## config.mk

```make
export PLATFORM = sky130hd
export DESIGN_NAME = quad_decoder
export DESIGN_NICKNAME = d
export VERILOG_FILES = /design/src/rtl/qdec_pkg.sv /design/src/rtl/qdec_sync.sv /design/src/rtl/qdec_tracker.sv /design/src/rtl/qdec_counter.sv /design/src/rtl/quad_decoder.sv
export SDC_FILE = /design/constraint.sdc
export NUM_CORES = 1
export LEC_CHECK = 0
export BUFFER_PORTS_ARGS = -buffer_cell sky130_fd_sc_hd__buf_2
export CAP_MARGIN = 5
export CORE_ASPECT_RATIO = 1.5
export CORE_UTILIZATION = 60
export DETAILED_ROUTE_END_ITERATION = 8
export MAX_ROUTING_LAYER = met4
export PLACE_DENSITY = 0.91
export SYNTH_ARGS = -nofsm -noshare
export SYNTH_HDL_FRONTEND = slang
export SYNTH_SLANG_ARGS = --single-unit
```

## constraint.sdc

```tcl
create_clock -name clk -period 6.2 [get_ports clk]
set_input_delay 0 -clock clk [delete_from_list [all_inputs] [get_ports clk]]
set_output_delay 0 -clock clk [all_outputs]
set_load 0.005 [all_outputs]
```

## src/rtl/qdec_pkg.sv

```systemverilog
package qdec_pkg;

    typedef enum logic [1:0] {
        PH_00 = 2'b00,
        PH_01 = 2'b01,
        PH_11 = 2'b11,
        PH_10 = 2'b10
    } phase_t;

    typedef enum logic {
        DIR_REV = 1'b0,
        DIR_FWD = 1'b1
    } dir_t;

    function automatic phase_t fwd_of(input phase_t p);
        phase_t r;
        unique case (p)
            PH_00: r = PH_01;
            PH_01: r = PH_11;
            PH_11: r = PH_10;
            PH_10: r = PH_00;
        endcase
        return r;
    endfunction

    function automatic phase_t rev_of(input phase_t p);
        phase_t r;
        unique case (p)
            PH_00: r = PH_10;
            PH_10: r = PH_11;
            PH_11: r = PH_01;
            PH_01: r = PH_00;
        endcase
        return r;
    endfunction

endpackage

```

## src/rtl/qdec_sync.sv

```systemverilog
module qdec_sync #(
    parameter int STAGES = 2,
    parameter int W      = 2
) (
    input  logic         clk,
    input  logic         rst,
    input  logic [W-1:0] din,
    output logic [W-1:0] dout
);
    localparam int LAST = STAGES - 1;

    logic [W-1:0] stg [STAGES];

    always_ff @(posedge clk) begin
        if (rst) begin
            for (int i = 0; i < STAGES; i++) stg[i] <= '0;
        end else begin
            stg[0] <= din;
            for (int i = 1; i < STAGES; i++) stg[i] <= stg[i-1];
        end
    end

    assign dout = stg[LAST];

endmodule

```

## src/rtl/qdec_tracker.sv

```systemverilog
module qdec_tracker
    import qdec_pkg::*;
(
    input  logic       clk,
    input  logic       rst,
    input  logic [1:0] smp,
    output logic       up,
    output logic       dn,
    output logic       err_q,
    output logic       dir_fwd
);
    phase_t trk_q, trk_d;
    dir_t   dir_q, dir_d;
    phase_t smp_p;
    logic   skip;

    assign smp_p = phase_t'(smp);

    // state register
    always_ff @(posedge clk) begin
        if (rst) begin
            trk_q <= PH_00;
            dir_q <= DIR_FWD;
            err_q <= 1'b0;
        end else begin
            trk_q <= trk_d;
            dir_q <= dir_d;
            err_q <= skip;
        end
    end

    // transition and step outputs
    always_comb begin
        trk_d = trk_q;
        dir_d = dir_q;
        up    = 1'b0;
        dn    = 1'b0;
        skip  = 1'b0;
        if (smp_p == trk_q) begin
            // HOLD
        end else if (smp_p == fwd_of(trk_q)) begin
            up    = 1'b1;
            trk_d = smp_p;
            dir_d = DIR_FWD;
        end else if (smp_p == rev_of(trk_q)) begin
            dn    = 1'b1;
            trk_d = smp_p;
            dir_d = DIR_REV;
        end else begin
            skip = 1'b1;
            unique case (dir_q)
                DIR_FWD: begin up = 1'b1; trk_d = fwd_of(trk_q); end
                DIR_REV: begin dn = 1'b1; trk_d = rev_of(trk_q); end
            endcase
        end
    end

    assign dir_fwd = (dir_q == DIR_FWD);

    // idle input leaves phase and direction alone
    a_r9_idle_hold: assert property (@(posedge clk) disable iff (rst)
        (smp_p == trk_q) |=> (trk_q == $past(trk_q) && dir_q == $past(dir_q)));

    // repair moves exactly one neighbour
    a_r6_skip_one_neighbour: assert property (@(posedge clk) disable iff (rst)
        skip |=> ($countones(trk_q ^ $past(trk_q)) == 1));

    // repair keeps the remembered direction
    a_r5_skip_keeps_dir: assert property (@(posedge clk) disable iff (rst)
        skip |=> (dir_q == $past(dir_q)));

    // error output follows a skip by one cycle
    a_r6_err_after_skip: assert property (@(posedge clk) disable iff (rst)
        skip |=> err_q);

endmodule

```

## src/rtl/qdec_counter.sv

```systemverilog
module qdec_counter #(
    parameter int CNT_W = 16
) (
    input  logic             clk,
    input  logic             rst,
    input  logic             clr,
    input  logic             up,
    input  logic             dn,
    output logic [CNT_W-1:0] cnt_q
);
    localparam logic [CNT_W-1:0] ONE = CNT_W'(1);

    always_ff @(posedge clk) begin
        if (rst || clr)  cnt_q <= '0;
        else if (up)     cnt_q <= cnt_q + ONE;
        else if (dn)     cnt_q <= cnt_q - ONE;
    end

    // never both directions in one cycle
    a_r2_one_step: assert property (@(posedge clk) disable iff (rst)
        $onehot0({up, dn}));

    // clear wins
    a_r8_clear_zero: assert property (@(posedge clk) disable iff (rst)
        clr |=> (cnt_q == '0));

    // wrap on overflow
    a_r10_wrap_up: assert property (@(posedge clk) disable iff (rst)
        (!clr && up && cnt_q == '1) |=> (cnt_q == '0));

    // wrap on underflow
    a_r10_wrap_dn: assert property (@(posedge clk) disable iff (rst)
        (!clr && dn && cnt_q == '0) |=> (cnt_q == '1));

endmodule

```

## src/rtl/quad_decoder.sv

```systemverilog
module quad_decoder #(
    parameter int CNT_W     = 16,
    parameter int SYNC_DEPTH = 2
) (
    input  logic             clk,
    input  logic             rst,
    input  logic             clr,
    input  logic             ch_a,
    input  logic             ch_b,
    output logic [CNT_W-1:0] count,
    output logic             dir_fwd,
    output logic             err
);
    logic [1:0] smp;
    logic       up, dn;

    qdec_sync #(.STAGES(SYNC_DEPTH), .W(2)) u_sync (
        .clk  (clk),
        .rst  (rst),
        .din  ({ch_a, ch_b}),
        .dout (smp)
    );

    qdec_tracker u_trk (
        .clk     (clk),
        .rst     (rst),
        .smp     (smp),
        .up      (up),
        .dn      (dn),
        .err_q   (err),
        .dir_fwd (dir_fwd)
    );

    qdec_counter #(.CNT_W(CNT_W)) u_cnt (
        .clk   (clk),
        .rst   (rst),
        .clr   (clr),
        .up    (up),
        .dn    (dn),
        .cnt_q (count)
    );

    // error pulse never lasts past a clean step
    a_r6_err_single: assert property (@(posedge clk) disable iff (rst)
        (err && $stable(smp) && $past(smp) == smp) |=> !err);

endmodule

```

==> results.md <==
* Status: finished clean
* Final wirelength at ~3900 um
* Dominant cell type by area after synthesis: dfxtp_1
* Count of input and output buffers at 22
* Netlist cell types at 44
* RSZ-0062 raised after global routing: no
* Post-DRT Antenna Nets at 0
* Max_slew headroom at a little under three fifths
* Root Driver: clkbuf_8
* Congestion Overflow GR at 0
* Mapped Cells at 222
* 1st-iter DRT viols at 52
* Worst Setup Start Kind: register
* Ant diodes at 0
* Synthesis Warnings at 0
* Worst EP required at approximately 6.4 ns
* PwrDens at about 350 nW/um2
* CTS sink count at 24
* LEAKAGE at 0.8765 nW
* F_max at approximately 0.27 GHz
* Fin cells at 276
* Synth area leaders: dfxtp_1 28%, ha_1 12%, a21oi_1 6.6%
* Maxcap violations at 0
* Max Slew Vio Count at 0
* Row count at 23
* Slowest CP cell: nand2_1
* H-tree depth at 1
* Post-synth top area share at between 20% and 30%
* Vias in the first global route at 1451
* Filler cells at about 230
* DR pass1 iterations at 4
* Minimum clock period at 3.665 ns
* Final Hold Viols at 0
* Mapped Nets at 244
* RD Place Congestion at approximately 0.9
* Most frequent cells in the layout: 26 x nand2_1, 24 x dfxtp_1, 23 x a21oi_1
* Layout area overhead at 11.22%
* Routed vias at between 1500 and 2000
* CP Max Fanout at 17
* Largest incremental delay on the critical path at 0.59 ns
* Antenna violations before repair at 0
* Hpwl dp at between 2000 and 3000 um
* Nets at about 260
* Number of synthesized flops with an enable pin at 0
* Period utilisation layout at between 50% and 60%
* DIE HEIGHT at 67.94 um
* Cell count after placement at 270
* Sequential area share after synthesis at about 28%
* Post-Route Setup TNS at 0 ns
* Worst-margin pin slew at between 0.6 and 0.7 ns
* Crit path DAT at roughly 3.8 ns
* Initial core utilization at 64.29%
* Multi-input logic area at about 1200 um2
* Post-CTS setup buffers at 0
* First-pass GRT wire length at approximately 6000 um
* DR WL/cell at roughly 14 um
* DIE AREA at between 3000 and 4000 um2
* Crit Path Category: reg2reg
* Io pins at 23
* Die W at 45.96 um
* Hold Path Class: in2reg
* TritonCTS Buffers at 3
* Critical-path cell list: xnor2_1, nand2_1, nand2_1, ha_1, a21o_1, nor2_1, a21oi_1, o41ai_1, and4_1, nor3_1
* Hold Slack at ~0.0062 ns
* Residual DRC at 0
* Top_reg_cell synth: dfxtp_1
* Final setup vio count at 0
* Clock Latency Late Sink at between 0.2 and 0.3 ns
* Core Footprint at around 2700 um2
* Fin Clk Skew at approximately 0.0053 ns
* Post-synth ARST share at 0%
* Share of cells above drive strength 1 at between 10 and 15%
* Commonest non-fill, non-tap cell in the layout: nand2_1
* CTS tree: done
* Cell mode on critical path: nand2_1
* FF/Latch Area at around 480 um2
* Pwr Total at 0.0006850 W
* Clock buffer depth at 2
* Via/cell ratio at around 5.9
* IR drop worst, VDD at roughly 0.22 mV
* Clk pin slew, worst setup/hold paths at approximately 0.090 ns
* Syn_area_per_cell at a little under 8 um2
* Largest net degree at the start of global routing at 18
* #FFs+latches synth at 24
* Crit end category: register
* Gr usage total at 26.92%
* Synth Cell Area at approximately 1700 um2
[through the flow]
step / cell area (um2) / setup slack, ns / util, %
2_1_floorplan: 1739 / 3.124 / -
3_3_place_gp: 1843 / 2.746 / 68.13
3_5_place_dp: 1843 / 2.631 / 68.13
4_1_cts: 1934 / 2.595 / 71.51
5_1_grt: 1934 / 2.306 / 71.51
6_report: 1934 / 2.535 / 71.51
[layer usage]
layer	vias to the layer above	global-route usage [%]	share of wire [%]
met5	-	-	0
met4	0	13.60	3.5
met3	15	3.430	2.5
met2	34	45.25	50
met1	746	30.32	44
li1	829	-	-
[registers in the layout, summed over array words and instances (netlist names)]
name and count:
u_cnt.cnt_q 16, u_sync.stg 4, u_trk.dir_fwd 1, u_trk.err_q 1
u_trk.trk_q 2
[cells in the mapped netlist (3+ instances only)]
library cell and number:
nand2_1 26, dfxtp_1 24, a21oi_1 23, ha_1 16
nor2_1 16, o21ai_0 13, nand3_1 11, xnor2_1 8
clkbuf_1 7, nor2b_1 7, a21o_1 6, nor3_1 6
xor2_1 6, inv_1 4, o211ai_1 4, a31oi_1 3
and2_1 3, buf_2 3, o21a_1 3, or2_2 3
[worst max-delay path, delay by kind of cell, from the launching register on]
kind                     cells  cell delay [ns]
XOR/XNOR                     1             0.15
AO/OA/AOI/OAI                3             0.86
flip-flops                   1             0.52
AND/OR/NAND/NOR              5             1.48
adder cells (fa/ha/maj)      1             0.54
[timing repair]
action / in CTS / in global routing
hold endpoints to repair: 2 / 0
setup endpoints to repair: 0 / 0
hold buffers: 2 / 0
gates resized for setup: 0 / 0
[worst paths after layout]
| check | start | to | slack, ns | depth (start not counted) |
|---|---|---|---|---|
| worst min register to register | u_sync.stg[0][1] | u_sync.stg[0][3] | 0.44 | 1 |
| worst max-delay path | u_sync.stg[0][2] | u_cnt.cnt_q[12] | 2.53 | 10 |
| worst min-delay path | rst | u_sync.stg[0][3] | 0.006 | 2 |
| worst max register to register | u_sync.stg[0][2] | u_cnt.cnt_q[12] | 2.53 | 10 |
[power breakdown]
| part | total [W] | leakage (nW) | internal, W | switching (W) |
|---|---|---|---|---|
| clock | 0.000139 | 0.0357 | 0.0000864 | 0.0000528 |
| combinational | 0.000355 | 0.645 | 0.000148 | 0.000207 |
| sequential | 0.000191 | 0.196 | 0.000173 | 0.0000185 |
[cells by family after synthesis]
kind of cell,synth area share (%)
flops,27.63
simple gates,23.67
mux,1.151
compound gates,23.17
buf+inv,4.100
xor+xnor,7.050
fa+ha+maj,13.24
[layout make-up]
type                            count  area share, %
Clock buffer                        3          2.135
Clock inverter                      1          1.552
Inverter                            5         0.9702
Multi-Input combinational cell    182          61.38
Sequential cell                    24          24.84
Tap cell                           37          2.393
Timing Repair Buffer               24          6.727
Power figures use the tool's default switching activity.
